===== src/rtl/fpinv_pkg.sv =====
package fpinv_pkg;

    localparam int EXP_W  = 8;
    localparam int FRAC_W = 23;
    localparam int INT_W  = 32;

    typedef enum logic [2:0] {
        OP_ADD  = 3'd0,
        OP_SUB  = 3'd1,
        OP_MUL  = 3'd2,
        OP_DIV  = 3'd3,
        OP_SQRT = 3'd4,
        OP_CVT  = 3'd5,
        OP_CMPO = 3'd6,
        OP_CMPQ = 3'd7
    } op_e;

    typedef enum logic [2:0] {
        C_ZERO = 3'd0,
        C_FIN  = 3'd1,
        C_INF  = 3'd2,
        C_QNAN = 3'd3,
        C_SNAN = 3'd4
    } cls_e;

    typedef struct packed {
        cls_e cls;
        logic sign;
    } opnd_t;

    function automatic logic is_nan(opnd_t o);
        return (o.cls == C_QNAN) || (o.cls == C_SNAN);
    endfunction

    function automatic logic uses_b(op_e op);
        return (op != OP_SQRT) && (op != OP_CVT);
    endfunction

endpackage


===== src/rtl/fpinv_classify.sv =====
module fpinv_classify
    import fpinv_pkg::*;
#(
    parameter int EXP_W  = fpinv_pkg::EXP_W,
    parameter int FRAC_W = fpinv_pkg::FRAC_W,
    localparam int W     = EXP_W + FRAC_W + 1
) (
    input  logic [W-1:0] x,
    output opnd_t        info
);

    logic [EXP_W-1:0]  ex;
    logic [FRAC_W-1:0] fr;

    assign ex = x[W-2:FRAC_W];
    assign fr = x[FRAC_W-1:0];

    always_comb begin
        info.sign = x[W-1];
        if (&ex) begin
            if (fr == '0)
                info.cls = C_INF;
            else if (fr[FRAC_W-1])
                info.cls = C_QNAN;
            else
                info.cls = C_SNAN;
        end else if ((ex == '0) && (fr == '0)) begin
            info.cls = C_ZERO;
        end else begin
            info.cls = C_FIN;
        end
    end

endmodule


===== src/rtl/fpinv_decide.sv =====
module fpinv_decide
    import fpinv_pkg::*;
#(
    parameter int EXP_W  = fpinv_pkg::EXP_W,
    parameter int FRAC_W = fpinv_pkg::FRAC_W,
    parameter int INT_W  = fpinv_pkg::INT_W,
    localparam int W     = EXP_W + FRAC_W + 1,
    localparam int BIAS  = (1 << (EXP_W - 1)) - 1
) (
    input  op_e          op,
    input  opnd_t        a,
    input  opnd_t        b,
    input  logic [W-1:0] a_raw,
    output logic         invalid,
    output logic         special,
    output logic [W-1:0] data
);

    localparam logic [EXP_W-1:0] OVF_EXP = EXP_W'(BIAS + INT_W - 1);
    localparam logic [W-1:0] QNAN_DEF = {1'b0, {EXP_W{1'b1}}, 1'b1, {(FRAC_W-1){1'b0}}};
    localparam logic [W-1:0] INT_MAX  = {1'b0, {(W-1){1'b1}}};
    localparam logic [W-1:0] INT_MIN  = {1'b1, {(W-1){1'b0}}};

    logic snan_any, nan_any, both_inf, cvt_ovf, exact_min;
    logic [EXP_W-1:0]  a_ex;
    logic [FRAC_W-1:0] a_fr;

    assign a_ex = a_raw[W-2:FRAC_W];
    assign a_fr = a_raw[FRAC_W-1:0];

    always_comb begin
        snan_any  = (a.cls == C_SNAN) || (uses_b(op) && (b.cls == C_SNAN));
        nan_any   = is_nan(a) || is_nan(b);
        both_inf  = (a.cls == C_INF) && (b.cls == C_INF);
        exact_min = a_raw[W-1] && (a_ex == OVF_EXP) && (a_fr == '0);
        cvt_ovf   = (a.cls == C_FIN) && (a_ex >= OVF_EXP) && !exact_min;

        invalid = snan_any;
        special = 1'b0;
        data    = '0;

        unique case (op)
            OP_ADD, OP_SUB: begin
                if (both_inf && (a.sign ^ b.sign ^ (op == OP_SUB)))
                    invalid = 1'b1;
                special = invalid;
                data    = QNAN_DEF;
            end
            OP_MUL: begin
                if (((a.cls == C_ZERO) && (b.cls == C_INF)) ||
                    ((a.cls == C_INF) && (b.cls == C_ZERO)))
                    invalid = 1'b1;
                special = invalid;
                data    = QNAN_DEF;
            end
            OP_DIV: begin
                if (((a.cls == C_ZERO) && (b.cls == C_ZERO)) || both_inf)
                    invalid = 1'b1;
                if (invalid) begin
                    special = 1'b1;
                    data    = QNAN_DEF;
                end else if ((a.cls == C_FIN) && (b.cls == C_ZERO)) begin
                    special = 1'b1;
                    data    = {a.sign ^ b.sign, {EXP_W{1'b1}}, {FRAC_W{1'b0}}};
                end
            end
            OP_SQRT: begin
                if (a.sign && ((a.cls == C_FIN) || (a.cls == C_INF)))
                    invalid = 1'b1;
                if (invalid) begin
                    special = 1'b1;
                    data    = QNAN_DEF;
                end else if (a.sign && (a.cls == C_ZERO)) begin
                    special = 1'b1;
                    data    = INT_MIN;
                end
            end
            OP_CVT: begin
                if (is_nan(a) || (a.cls == C_INF) || cvt_ovf)
                    invalid = 1'b1;
                special = invalid;
                data    = (is_nan(a) || !a.sign) ? INT_MAX : INT_MIN;
            end
            OP_CMPO, OP_CMPQ: begin
                if ((op == OP_CMPO) && nan_any)
                    invalid = 1'b1;
                special = nan_any;
                data    = '0;
            end
            default: ;
        endcase
    end

endmodule


===== src/rtl/fpinv_top.sv =====
module fpinv_top
    import fpinv_pkg::*;
#(
    parameter int EXP_W  = fpinv_pkg::EXP_W,
    parameter int FRAC_W = fpinv_pkg::FRAC_W,
    parameter int INT_W  = fpinv_pkg::INT_W,
    localparam int W     = EXP_W + FRAC_W + 1,
    localparam int N_OPND = 2
) (
    input  logic         clk,
    input  logic         rst,
    input  logic         in_vld,
    input  logic [2:0]   in_op,
    input  logic [W-1:0] in_a,
    input  logic [W-1:0] in_b,
    input  logic         trap_en,
    input  logic         clr,
    output logic         o_vld,
    output logic         o_inv,
    output logic         o_trap,
    output logic         o_wr,
    output logic [W-1:0] o_data,
    output logic         o_sticky
);

    logic [W-1:0] raw [N_OPND];
    opnd_t        cls [N_OPND];
    op_e          op;
    logic         d_inv, d_spec, take_trap;
    logic [W-1:0] d_data;

    assign raw[0] = in_a;
    assign raw[1] = in_b;
    assign op     = op_e'(in_op);

    for (genvar gi = 0; gi < N_OPND; gi++) begin : g_cls
        fpinv_classify #(.EXP_W(EXP_W), .FRAC_W(FRAC_W)) u_cls (
            .x    (raw[gi]),
            .info (cls[gi])
        );
    end

    fpinv_decide #(.EXP_W(EXP_W), .FRAC_W(FRAC_W), .INT_W(INT_W)) u_dec (
        .op      (op),
        .a       (cls[0]),
        .b       (cls[1]),
        .a_raw   (in_a),
        .invalid (d_inv),
        .special (d_spec),
        .data    (d_data)
    );

    assign take_trap = d_inv && trap_en;

    always_ff @(posedge clk) begin
        if (rst) begin
            o_vld    <= 1'b0;
            o_inv    <= 1'b0;
            o_trap   <= 1'b0;
            o_wr     <= 1'b0;
            o_data   <= '0;
            o_sticky <= 1'b0;
        end else begin
            o_vld    <= in_vld;
            o_inv    <= in_vld && d_inv;
            o_trap   <= in_vld && take_trap;
            o_wr     <= in_vld && d_spec && !take_trap;
            if (in_vld)
                o_data <= take_trap ? '0 : d_data;
            o_sticky <= (o_sticky && !clr) || (in_vld && d_inv);
        end
    end

    AST_TRAP_NO_WRITE: assert property (@(posedge clk) disable iff (rst)
        o_trap |-> (o_inv && !o_wr));

    AST_FLAGS_NEED_VLD: assert property (@(posedge clk) disable iff (rst)
        (o_inv || o_trap || o_wr) |-> o_vld);

    AST_ONE_CYCLE: assert property (@(posedge clk) disable iff (rst)
        in_vld |=> o_vld);

    AST_STICKY_RECORDS: assert property (@(posedge clk) disable iff (rst)
        o_inv |-> o_sticky);

    AST_STICKY_HOLDS: assert property (@(posedge clk) disable iff (rst)
        (o_sticky && !clr) |=> o_sticky);

    AST_DIV0_SAFE: assert property (@(posedge clk) disable iff (rst)
        (in_vld && (op == OP_DIV) && (cls[0].cls == C_FIN) && (cls[1].cls == C_ZERO))
        |=> (o_vld && !o_inv));

    AST_SQRT_NEGZERO: assert property (@(posedge clk) disable iff (rst)
        (in_vld && (op == OP_SQRT) && (cls[0].cls == C_ZERO) && cls[0].sign)
        |=> (o_vld && !o_inv && o_wr));

    AST_SNAN_INVALID: assert property (@(posedge clk) disable iff (rst)
        (in_vld && (cls[0].cls == C_SNAN)) |=> o_inv);

endmodule


===== config.mk =====
export PLATFORM = sky130hd
export DESIGN_NAME = fpinv_top
export DESIGN_NICKNAME = d
export VERILOG_FILES = /design/src/rtl/fpinv_pkg.sv /design/src/rtl/fpinv_classify.sv /design/src/rtl/fpinv_decide.sv /design/src/rtl/fpinv_top.sv
export SDC_FILE = /design/constraint.sdc
export NUM_CORES = 1
export LEC_CHECK = 0
export ABC_AREA = 1
export ABC_CLOCK_PERIOD_IN_PS = 2600
export BUFFER_PORTS_ARGS = -buffer_cell sky130_fd_sc_hd__clkbuf_2
export CAP_MARGIN = 20
export CORE_ASPECT_RATIO = 1.75
export CORE_UTILIZATION = 51
export CTS_BUF_LIST = sky130_fd_sc_hd__clkbuf_4 sky130_fd_sc_hd__clkbuf_8
export DETAILED_ROUTE_END_ITERATION = 10
export MAX_ROUTING_LAYER = met4
export PLACE_DENSITY = 0.83
export SLEW_MARGIN = 20
export SYNTH_ARGS = -nofsm -noshare
export SYNTH_HDL_FRONTEND = slang
export SYNTH_HIERARCHICAL = 1
export SYNTH_SLANG_ARGS = --single-unit

===== constraint.sdc =====
create_clock -name clk -period 2.6 [get_ports clk]
set_input_delay 0.39 -clock clk [delete_from_list [all_inputs] [get_ports clk]]
set_output_delay 0.39 -clock clk [all_outputs]
set_load 0.01 [all_outputs]

## Word level (Yosys, flattened, before mapping)

Cells that the tools add are included.

| storage, ports and cells | value |
|---|---|
| register bits after elaboration | 37 |
| latch bits | 0 |
| memory bits (writable) | 0 |
| ROM bits | 0 |
| bits of input ports | 72 |
| output and inout bits | 37 |
| memories kept | 0 |

| operators by class | value |
|---|---|
| $add $sub $neg | 0 |
| $mul | 0 |
| divide/modulo/power cells | 0 |
| $lt $le $gt $ge | 1 |
| equality and inequality tests | 17 |
| shift-type cells | 0 |
| muxes and demuxes | 29 |
| bitwise gates (word level) | 2 |
| reductions and logical operators | 50 |

Operators by type and width:

| kind | number |
|---|---|
| two-way mux 32 bit | 6 |
| one-hot mux 32 bit (5 select lines) | 1 |
| logical NOT 23 bit | 2 |
| logical AND 1 bit | 23 |
| == test 3 x 2 -> 1 bit, second input constant | 6 |
| == test 3 bit, second input constant | 6 |
| two-way mux 3 bit | 6 |
| logical NOT 8 bit | 2 |
| AND reduction 8 bit | 2 |
| two-way mux 1 bit | 14 |
| one-hot mux 1 bit (6 select lines) | 2 |
| logical OR 1 bit | 11 |
| logical NOT 3 bit | 3 |
| == test 8 bit, second input constant | 1 |
| >= comparator 8 bit, second input constant | 1 |
| == test 3 x 1 -> 1 bit, second input constant | 2 |
| inequality test 3 bit, second input constant | 2 |
| logical NOT 1 bit | 4 |
| OR reduction 2 bit | 2 |
| OR reduction 3 bit | 1 |
| bitwise XOR 1 bit | 2 |

## Logic depth before layout (Yosys ltp)

Gate-level depths: netlist of run 1.

| depth | value |
|---|---|
| depth in word-level cells | 13 |
| gate-level depth with buffers | 21 |

## Modules after synthesis

Netlist of run 1, hierarchy kept.

By module, submodules not included:

| module | times used | cells each | area an instance (µm²) |
|---|---|---|---|
| fpinv_top | 1 | 255 | 1607.8 |
| fpinv_decide | 1 | 171 | 832.0 |
| fpinv_classify | 2 | 38 | 161.4 |

## Worst setup path after synthesis of run 1

OpenSTA, ideal clock, no wires.

| path | value |
|---|---|
| path kind | input port to flip-flop |
| start | input port in_a[17] |
| end | register o_data[23] |
| setup time | 0.109 ns |
| arrival | 2.184 ns |
| required time | 2.491 ns |
| path slack | 0.307 ns |
| cell stages on the path | 19 |
| buffers on the path | 1 |
| path through | nor2_1 -> nand2_1 -> nor2_1 -> nand3_1 -> a21oi_1 -> nand2_1 -> nor2_1 -> nand2_1 -> nand2_1 -> nor2_1 -> nor2_1 -> nor2_2 -> nand4_1 -> nand2_1 -> buf_4 -> nand2_1 -> nand2_1 -> nand2_1 -> inv_1 |

RTL lines:

| what | RTL line | text |
|---|---|---|
| from (decl) | fpinv_top.sv:14 | `input logic [W-1:0] in_a,` |
| to (signal assigned) | fpinv_top.sv:69 | `o_data <= take_trap ? '0 : d_data;` |
| to (decl) | fpinv_top.sv:22 | `output logic [W-1:0] o_data,` |

==> results of run 1 <==
per-layer routing:
| metal | global-route usage (%) | wire (um) | part of all wire (%) |
|---|---|---|---|
| met5 | - | 0 | 0 |
| met4 | 10.5 | 145 | 2.5 |
| met3 | 2.21 | 284 | 4.8 |
| met2 | 44.2 | 3210 | 55 |
| met1 | 19.5 | 2230 | 38 |
area by class of cell:
class | instances | area (um^2) | share of cell area [%]
Multi-Input combinational cell | 347 | 1450 | 44.9
Sequential cell | 37 | 741 | 22.9
Timing Repair Buffer | 115 | 606 | 18.7
Inverter | 73 | 274 | 8.46
Clock buffer | 6 | 82.6 | 2.55
Tap cell | 55 | 68.8 | 2.12
Clock inverter | 2 | 13.8 | 0.425
worst max path at each step:
stage	from	to	slack, ps	cells past startpoint
2_1_floorplan	in_a[17]	o_data[23]	310	19
3_3_place_gp	in_a[22]	o_data[30]	30	20
3_5_place_dp	in_a[22]	o_data[30]	-80	20
4_1_cts	in_a[22]	o_data[30]	210	20
5_1_grt	in_a[17]	o_data[6]	30	20
6_report	in_a[22]	o_data[0]	330	20
worst register-to-register path, delay by kind of cell (launching register included):
family        cells  cell delay (ps)
buf+inv           1               40
simple gates      3              250
flops             1              310
registers in the layout (all words and copies together) (netlist names):
signal    cells
o_data       32
o_trap        1
o_sticky      1
o_wr          1
o_vld         1
o_inv         1
cells by family (layout without fill, tap and decap cells):
kind of cell    Yosys count  count (layout)  share of synthesized area (%)
simple gates            337             337                           49.4
xor+xnor                  2               2                          0.634
flops                    37              37                           26.8
buf+inv                 118             196                           21.5
compound gates            8               8                           1.72
where the power goes:
part	switching, uW	total, uW	internal (uW)
logic	160	283	123
clock network	197	412	215
registers	16.3	615	599
total	373	1310	936
cells in the final DEF, fill, tap and decap left out:
cell / instances
nand2_4: 1
nor3b_2: 1
nand2_1: 165
inv_1: 67
nor3_1: 1
buf_12: 1
nand2_2: 3
clkbuf_8: 6
nor2_1: 133
clkinv_4: 1
a21boi_2: 1
nand3_2: 3
or2_1: 2
a21oi_1: 2
buf_4: 6
xnor2_1: 1
o21ai_0: 2
nor2_4: 1
xor2_1: 1
nand4_1: 10
nor2_2: 6
clkinv_2: 1
nor3_2: 1
clkbuf_2: 108
a31oi_1: 1
and2_0: 1
inv_2: 6
a21oi_2: 2
dfxtp_1: 37
nand3_1: 9
per-stage QoR:
step	setup slack (ps)	util, %
after detailed placement	-79.6	59.2
after global routing	29.3	61.6
after floorplan	307	-
after CTS	214	61.0
after global placement	25.2	59.2
final	327	61.6
timing repair:
item / 4_1_cts / 5_1_grt
buffers inserted: 0 / 1
endpoints found under the hold margin: 0 / 0
gates resized for setup: 0 / 7
endpoints found under the setup margin: 0 / 30
==> impl_metrics.env, run 1 <==
export IMPL_postCtsHoldBufs=0
export IMPL_synth_top_area_share_pct=26.8
export IMPL_path_buf_inv=5
export IMPL_drt_pass1_iter_count=8
export IMPL_min_period_ps=2270
export IMPL_overflow=0
export IMPL_die_w_um=57.6
export IMPL_max_freq_ghz=0.440
export IMPL_final_cells=635
export IMPL_core_area_mm2=0.00526
export IMPL_whs_path_depth=4
export IMPL_grt_pass1_wl_um=10000
export IMPL_synth_ff_type="dfxtp_1"
export IMPL_max_stage_delay_ps=180
export IMPL_synth_edf_count=0
export IMPL_grt_pass1_vias=2684
export IMPL_n_antenna_cell=0
export IMPL_hold_path_startpoint="clr"
export IMPL_postRouteAntennaNets=0
export IMPL_synth_async_reset_ratio_pct=0
export IMPL_clk_pin_slew_ps=70
export IMPL_hold_path_end="o_sticky"
export IMPL_worst_pin_slew_ps=989
export IMPL_relSlewSlack_pct=34.0
export IMPL_rr_endpoint="o_data[0]"
export IMPL_placed_cell_area_mm2=0.00311
export IMPL_h_tree_depth=2
export IMPL_p_total_uw=1310
export IMPL_drtIter0Drc=170
export IMPL_wl_per_cell_um=9.24
export IMPL_die_h_um=99.4
export IMPL_yosysSeqAreaShare_pct=26.8
export IMPL_maxCapViolCount=0
export IMPL_antenna_found_initial=0
export IMPL_outcome="complete, but fails checks"
export IMPL_yosys_cell_types_count=26
export IMPL_viasPerCell=4.68
export IMPL_place_inst=626
export IMPL_synth_seq_cells=37
export IMPL_hold_viol=0
export IMPL_start_util_pct=52.6
export IMPL_synth_fp_nets=574
export IMPL_synth_most_common_cell="nand2_1"
export IMPL_cts_tree="built"
export IMPL_setup_viol_count_final=0
export IMPL_clock_skew_ps=0
export IMPL_synth_warnings=6
export IMPL_worstPathCellList="clkbuf_2 > nor2_1 > nand2_1 > nor2_1 > nand3_2 > a21oi_2 > buf_4 > inv_2 > nand3_2 > nand4_1 > nand2_1 > nand2_1 > nor2_1 > nand4_1 > nand2_2 > buf_12 > nand2_1 > nand2_1 > nand2_1 > inv_1"
export IMPL_hold_path_class="input pin to register"
export IMPL_critical_path_class="input pin to register"
export IMPL_vias=2969
export IMPL_violations="design-rule violations"
export IMPL_area_delta_synth_final_pct=17.3
export IMPL_io_buffers=108
export IMPL_fin_tns_setup_ps=0
export IMPL_synth_area_per_cell_um2=5.50
export IMPL_reg2reg_from="o_data[0]"
export IMPL_setup_worst_path_start_class="input pin"
export IMPL_drcViolationCount=2
export IMPL_design_area_mm2=0.00324
export IMPL_p_per_area_mw_per_mm2=404
export IMPL_cts_root_buf="clkbuf_8"
export IMPL_cp_required_ps=2830
export IMPL_synth_area_top_cells="dfxtp_1 27%, nand2_1 23%, nor2_1 18%"
export IMPL_grt_max_degree=54
export IMPL_rsz0062_at_grt="false"
export IMPL_period_share_pct=87.4
export IMPL_critical_path_top_delay_family="simple AND/OR/NAND/NOR gates"
export IMPL_power_leakage_uw=0.00201
export IMPL_layout_drive_gt1_share_pct=25.5
export IMPL_holdWs_ps=344
export IMPL_syn_area_mm2=0.00276
export IMPL_ys_top_cells_by_count="166 x nand2_1, 135 x nor2_1, 67 x inv_1, 37 x dfxtp_1, 35 x buf_4"
export IMPL_cts_path_max_buffers=2
export IMPL_nets=651
export IMPL_hpwl_um=4600
export IMPL_clock_sinks=37
export IMPL_worst_skew_pair_late_latency_ps=280
export IMPL_ff2ff_setup_slack_ps=1900
export IMPL_synth_largest_area_cell="dfxtp_1"
export IMPL_finalMaxSlewViolations=0
export IMPL_numCtsBuffers=5
export IMPL_wirelength_um=5870
export IMPL_placementRows=35
export IMPL_path_common_cell="nand2_1"
export IMPL_postSynthCellCount=502
export IMPL_reg2reg_depth=4
export IMPL_worst_path_max_fanout=33
export IMPL_gpl_final_weighted_congestion=0.872
export IMPL_critPathArrivalTime_ps=2500
export IMPL_ioPinCount=109
export IMPL_fillers=521
export IMPL_critical_path_slowest_cell="buf_12"
export IMPL_track_usage_pct=22.1
export IMPL_end_kind="register"
export IMPL_die_area_mm2=0.00573
export IMPL_peakVddDrop_uv=236
Note: power is estimated with default switching activity, not from simulation.
==> inputs of run 2 (changes only) <==
--- a/config.mk
+++ b/config.mk
@@ -7,5 +7,5 @@
 export LEC_CHECK = 0
 export ABC_AREA = 1
-export ABC_CLOCK_PERIOD_IN_PS = 2600
+export ABC_CLOCK_PERIOD_IN_PS = 2450
 export BUFFER_PORTS_ARGS = -buffer_cell sky130_fd_sc_hd__clkbuf_2
 export CAP_MARGIN = 20
==> constraint.sdc (replaced) <==
create_clock -name clk -period 2.45 [get_ports clk]
set_input_delay 0.3675 -clock clk [delete_from_list [all_inputs] [get_ports clk]]
set_output_delay 0.3675 -clock clk [all_outputs]
set_load 0.005 [all_outputs]
==> impl_metrics.env, run 2 (synthesis gave the netlist of run 1 again) <==
export IMPL_grt_pass1_vias=2766
export IMPL_layout_commonest_cell="nand2_1"
export IMPL_worst_path_max_fanout=33
export IMPL_track_usage_pct=23.5
export IMPL_wl_per_cell_um=9.78
export IMPL_clock_skew_ps=0
export IMPL_postRouteAntennaNets=0
export IMPL_drtIter0Drc=187
export IMPL_drcViolationCount=2
export IMPL_fin_ws_ps=239
export IMPL_antenna_found_initial=0
export IMPL_worst_skew_pair_late_latency_ps=290
export IMPL_worst_pin_slew_ps=734
export IMPL_p_per_area_mw_per_mm2=453
export IMPL_min_period_ps=2210
export IMPL_viasPerCell=4.72
export IMPL_io_buffers=108
export IMPL_peakVddDrop_uv=211
export IMPL_hpwl_um=4730
export IMPL_path_buf_inv=5
export IMPL_nets=659
export IMPL_grt_max_degree=37
export IMPL_clock_sinks=37
export IMPL_vias=3035
export IMPL_postCtsHoldBufs=0
export IMPL_overflow=0
export IMPL_place_ws_ps=-103
export IMPL_die_w_um=57.6
export IMPL_fillers=519
export IMPL_cts_path_max_buffers=2
export IMPL_p_comb_share_pct=19.6
export IMPL_whs_path_depth=4
export IMPL_critical_path_class="input pin to register"
export IMPL_core_area_mm2=0.00526
export IMPL_fin_tns_setup_ps=0
export IMPL_start_util_pct=52.6
export IMPL_reg2reg_depth=4
export IMPL_reg2reg_from="o_data[31]"
export IMPL_ff2ff_setup_slack_ps=1720
export IMPL_largest_register_ffs=32
export IMPL_finalMaxSlewViolations=0
export IMPL_cts_tree="built"
export IMPL_critPathArrivalTime_ps=2450
export IMPL_setup_worst_path_start_class="input pin"
export IMPL_critical_path_top_delay_family="simple AND/OR/NAND/NOR gates"
export IMPL_placementRows=35
export IMPL_area_delta_synth_final_pct=19.7
export IMPL_hold_path_end="o_sticky"
export IMPL_ioPinCount=109
export IMPL_power_leakage_uw=0.00203
export IMPL_numCtsBuffers=5
export IMPL_grt_pass1_wl_um=10500
export IMPL_cp_required_ps=2690
export IMPL_cts_root_buf="clkbuf_8"
export IMPL_rr_endpoint="o_data[31]"
export IMPL_max_stage_delay_ps=250
export IMPL_critical_path_slowest_cell="nor2_1"
export IMPL_die_area_mm2=0.00573
export IMPL_hold_viol=0
export IMPL_drt_pass1_iter_count=7
export IMPL_setup_viol_count_final=0
export IMPL_clockPowerShare_pct=36.9
export IMPL_wirelength_um=6290
export IMPL_clk_pin_slew_ps=70
export IMPL_max_freq_ghz=0.452
export IMPL_regMostFlops="o_data"
export IMPL_holdWs_ps=323
export IMPL_hold_path_startpoint="clr"
export IMPL_h_tree_depth=2
export IMPL_n_antenna_cell=0
export IMPL_layout_common_cells="165 x nand2_1, 134 x nor2_1, 108 x clkbuf_2"
export IMPL_gpl_final_weighted_congestion=0.899
export IMPL_p_int_uw=1110
export IMPL_p_sw_share_pct=25.9
export IMPL_p_switching_uw=389
export IMPL_violations="design-rule violations"
export IMPL_relSlewSlack_pct=51.0
export IMPL_outcome="complete, but fails checks"
export IMPL_die_h_um=99.4
export IMPL_worstPathCellList="clkbuf_2 > nor2_1 > nand2_1 > nor2_1 > nand3_1 > nor2_1 > nor2_1 > buf_4 > inv_2 > nand3_2 > nand4_1 > nand2_1 > nand2_1 > nor2_1 > nand4_1 > nand2_1 > buf_12 > nand2_1 > nand2_1 > nand2_1 > inv_1"
export IMPL_end_kind="register"
export IMPL_seq_power_share_pct=43.5
export IMPL_layout_drive_gt1_share_pct=26.0
export IMPL_hold_path_class="input pin to register"
export IMPL_maxCapViolCount=0
export IMPL_path_common_cell="nand2_1"
export IMPL_period_share_pct=90.3
[run 2: cell types whose count changed in the layout (fill, tap and decap cells not counted), sizes merged]
cell,change
inv,-1
clkinv,-2
clkbuf,+1
clkinvlp,+3
buf,+6
bufinv,+1
[run 2: final cells by class]
class / count / area [um^2] / share of cell area, %
clock inverters: 1 / 30.0 / 0.908
repair inverters: 2 / 12.5 / 0.378
clock buffers: 7 / 90.1 / 2.72
inverters: 73 / 278 / 8.40
repair buffers: 121 / 651 / 19.7
multi-input cells: 347 / 1440 / 43.5
well taps: 55 / 68.8 / 2.08
flip-flops and latches: 37 / 741 / 22.4
[run 2: how the worst max path moves through the flow]
stage,endpoint,slack (ps),startpoint,cells after the start
2_1_floorplan,o_data[23],180,in_a[17],19
3_3_place_gp,o_data[2],-40,in_a[17],20
3_5_place_dp,o_data[5],-100,in_a[9],20
4_1_cts,o_data[2],170,in_a[9],20
5_1_grt,o_data[6],-40,in_a[5],20
6_report,o_data[2],240,in_a[10],21
[run 2: timing repair]
| action | CTS | global route |
|---|---|---|
| resized for setup | 0 | 6 |
| setup endpoints to repair | 0 | 18 |
| buffers inserted | 0 | 0 |
[run 2: worst register-to-register path: cells and delay by family, from the launching register on]
family | cells | cell delay [ps]
AND/OR/NAND/NOR | 3 | 270
flip-flops | 1 | 320
buffers and inverters | 1 | 40
[run 2: per-layer routing]
layer	track usage (%)	routed length, um
met1	20.2	2300
met2	46.7	3510
met4	11.8	206
met5	-	0
met3	3.12	271
[run 2: through the flow]
stage          cell area, um^2  total power [uW]  util, %  cells
2_1_floorplan             2760               858        -    502
5_1_grt                   3310              1590     63.0    643
3_3_place_gp              3160               948     60.2    633
3_5_place_dp              3160               957     60.2    633
4_1_cts                   3280              1510     62.5    641
6_report                  3310              1500     63.0    643
[run 2: power by group through the flow]
stage                     Clock [uW]  Combinational (uW)  Sequential [uW]
after floorplan                    0                 190              668
after global placement             0                 283              665
after detailed placement           0                 291              666
after CTS                        564                 294              652
after global routing             592                 340              656
final                            553                 295              652
==> inputs of run 3 (changes only) <==
CTS_BUF_LIST = default   (was sky130_fd_sc_hd__clkbuf_4 sky130_fd_sc_hd__clkbuf_8)
==> impl_metrics.env, run 3 (synthesis gave the netlist of run 1 again) <==
export IMPL_core_area_mm2=0.00526
export IMPL_cts_path_max_buffers=2
export IMPL_min_period_ps=2220
export IMPL_ioPinCount=109
export IMPL_finalMaxSlewViolations=0
export IMPL_viasPerCell=4.70
export IMPL_cts_tree="built"
export IMPL_clock_skew_ps=0
export IMPL_layout_common_cells="165 x nand2_1, 134 x nor2_1, 108 x clkbuf_2"
export IMPL_final_cells=643
export IMPL_critical_path_class="input pin to register"
export IMPL_p_sw_share_pct=26.1
export IMPL_io_buffers=108
export IMPL_hold_viol=0
export IMPL_critPathArrivalTime_ps=2470
export IMPL_end_kind="register"
export IMPL_hpwl_um=4730
export IMPL_p_comb_share_pct=19.8
export IMPL_worstSetupStartpoint="in_a[10]"
export IMPL_seq_power_share_pct=43.8
export IMPL_setup_worst_path_start_class="input pin"
export IMPL_period_share_pct=90.8
export IMPL_overflow=0
export IMPL_violations="design-rule violations"
export IMPL_hold_path_class="input pin to register"
export IMPL_clk_pin_slew_ps=70
export IMPL_outcome="complete, but fails checks"
export IMPL_place_inst=633
export IMPL_start_util_pct=52.6
export IMPL_max_freq_ghz=0.450
export IMPL_grt_max_degree=37
export IMPL_die_area_mm2=0.00573
export IMPL_cp_required_ps=2690
export IMPL_layout_drive_gt1_share_pct=25.9
export IMPL_p_int_uw=1100
export IMPL_worst_path_max_fanout=33
export IMPL_gpl_final_weighted_congestion=0.899
export IMPL_n_antenna_cell=0
export IMPL_area_delta_synth_final_pct=19.7
export IMPL_relSlewSlack_pct=51.4
export IMPL_power_leakage_uw=0.00203
export IMPL_worst_pin_slew_ps=729
export IMPL_postRouteAntennaNets=0
export IMPL_numCtsBuffers=5
export IMPL_die_w_um=57.6
export IMPL_clock_sinks=37
export IMPL_nets=659
export IMPL_critical_path_slowest_cell="nor2_1"
export IMPL_p_total_uw=1490
export IMPL_grt_pass1_wl_um=10400
export IMPL_largest_register_ffs=32
export IMPL_max_stage_delay_ps=250
export IMPL_p_switching_uw=389
export IMPL_worst_skew_pair_late_latency_ps=290
export IMPL_placementRows=35
export IMPL_worstPathCellList="clkbuf_2 > nor2_1 > nand2_1 > nor2_1 > nand3_1 > nor2_1 > nor2_1 > buf_4 > inv_2 > nand3_2 > nand4_1 > nand2_1 > nand2_1 > nor2_1 > nand4_1 > nand2_1 > buf_12 > nand2_1 > nand2_1 > nand2_1 > inv_1"
export IMPL_antenna_found_initial=0
export IMPL_cts_root_buf="clkbuf_8"
export IMPL_path_common_cell="nand2_1"
export IMPL_p_per_area_mw_per_mm2=450
export IMPL_critical_path_top_delay_family="simple AND/OR/NAND/NOR gates"
export IMPL_h_tree_depth=2
export IMPL_vias=3022
export IMPL_holdWs_ps=324
export IMPL_maxCapViolCount=0
export IMPL_regMostFlops="o_data"
export IMPL_drcViolationCount=2
export IMPL_final_core_util_pct=62.9
export IMPL_grt_pass1_vias=2743
export IMPL_track_usage_pct=23.3
export IMPL_wirelength_um=6230
export IMPL_clockPowerShare_pct=36.4
export IMPL_path_buf_inv=5
export IMPL_wl_per_cell_um=9.68
export IMPL_drt_pass1_iter_count=7
export IMPL_die_h_um=99.4
export IMPL_drtIter0Drc=175
export IMPL_layout_commonest_cell="nand2_1"
export IMPL_hold_path_startpoint="clr"
export IMPL_peakVddDrop_uv=279
export IMPL_setup_viol_count_final=0
export IMPL_postCtsHoldBufs=0
export IMPL_reg2reg_from="o_data[1]"
-- run 3: changes by cell type in the layout (fill, tap and decap cells not counted) --
cell	before	now
clkbuf_4	1	0
clkinvlp_4	2	3
clkinvlp_2	1	0
clkbuf_1	0	1
-- run 3: per-stage QoR --
stage	setup WS (ps)	area (um^2)	TNS, ps
finish	226	3310	0
global route	-34.1	3310	-244
CTS	162	3280	0
detailed placement	-103	3160	-2320
global placement	-41.7	3160	-1030
floorplan	180	2760	0
-- run 3: layout make-up --
class / count / area [um^2]
repair buffers: 121 / 651
inverters: 73 / 278
multi-input cells: 347 / 1440
clock buffers: 7 / 86.3
clock inverters: 1 / 30.0
fillers: 522 / 1950
well taps: 55 / 68.8
flip-flops and latches: 37 / 741
repair inverters: 2 / 15.0
-- run 3: path summary, 6_finish.rpt --
kind	end	slack (ps)	cells after the start
setup / recovery	o_data[1]	230	21
hold / removal	o_sticky	320	4
setup reg to reg	o_data[1]	1730	4
hold reg to reg	o_sticky	470	2
-- run 3: metal layers --
metal	part of all wire [%]	wire (um)	up-vias	global-route usage, %
met5	0	0	-	-
met1	37	2290	1293	20.3
li1	-	-	1610	-
met2	55	3460	105	46.0
met4	3.4	214	0	12.0
met3	4.2	263	14	3.12
-- run 3: power by group through the flow --
stage | registers, uW | logic, uW | clock network, uW
6_report | 652 | 294 | 542
5_1_grt | 656 | 339 | 581
4_1_cts | 652 | 294 | 553
3_5_place_dp | 666 | 291 | 0
3_3_place_gp | 665 | 283 | 0
2_1_floorplan | 668 | 190 | 0
-- run 3: what timing repair did --
action | CTS | global route
endpoints found under the setup margin | 0 | 18
endpoints found under the hold margin | 0 | 0
setup buffers | 0 | 0
resized for setup | 0 | 7
-- run 3: worst min-delay path: cells and delay by family --
family          cells  cell delay (ps)
simple gates        1               40
buf+inv             2              100
compound gates      1               50
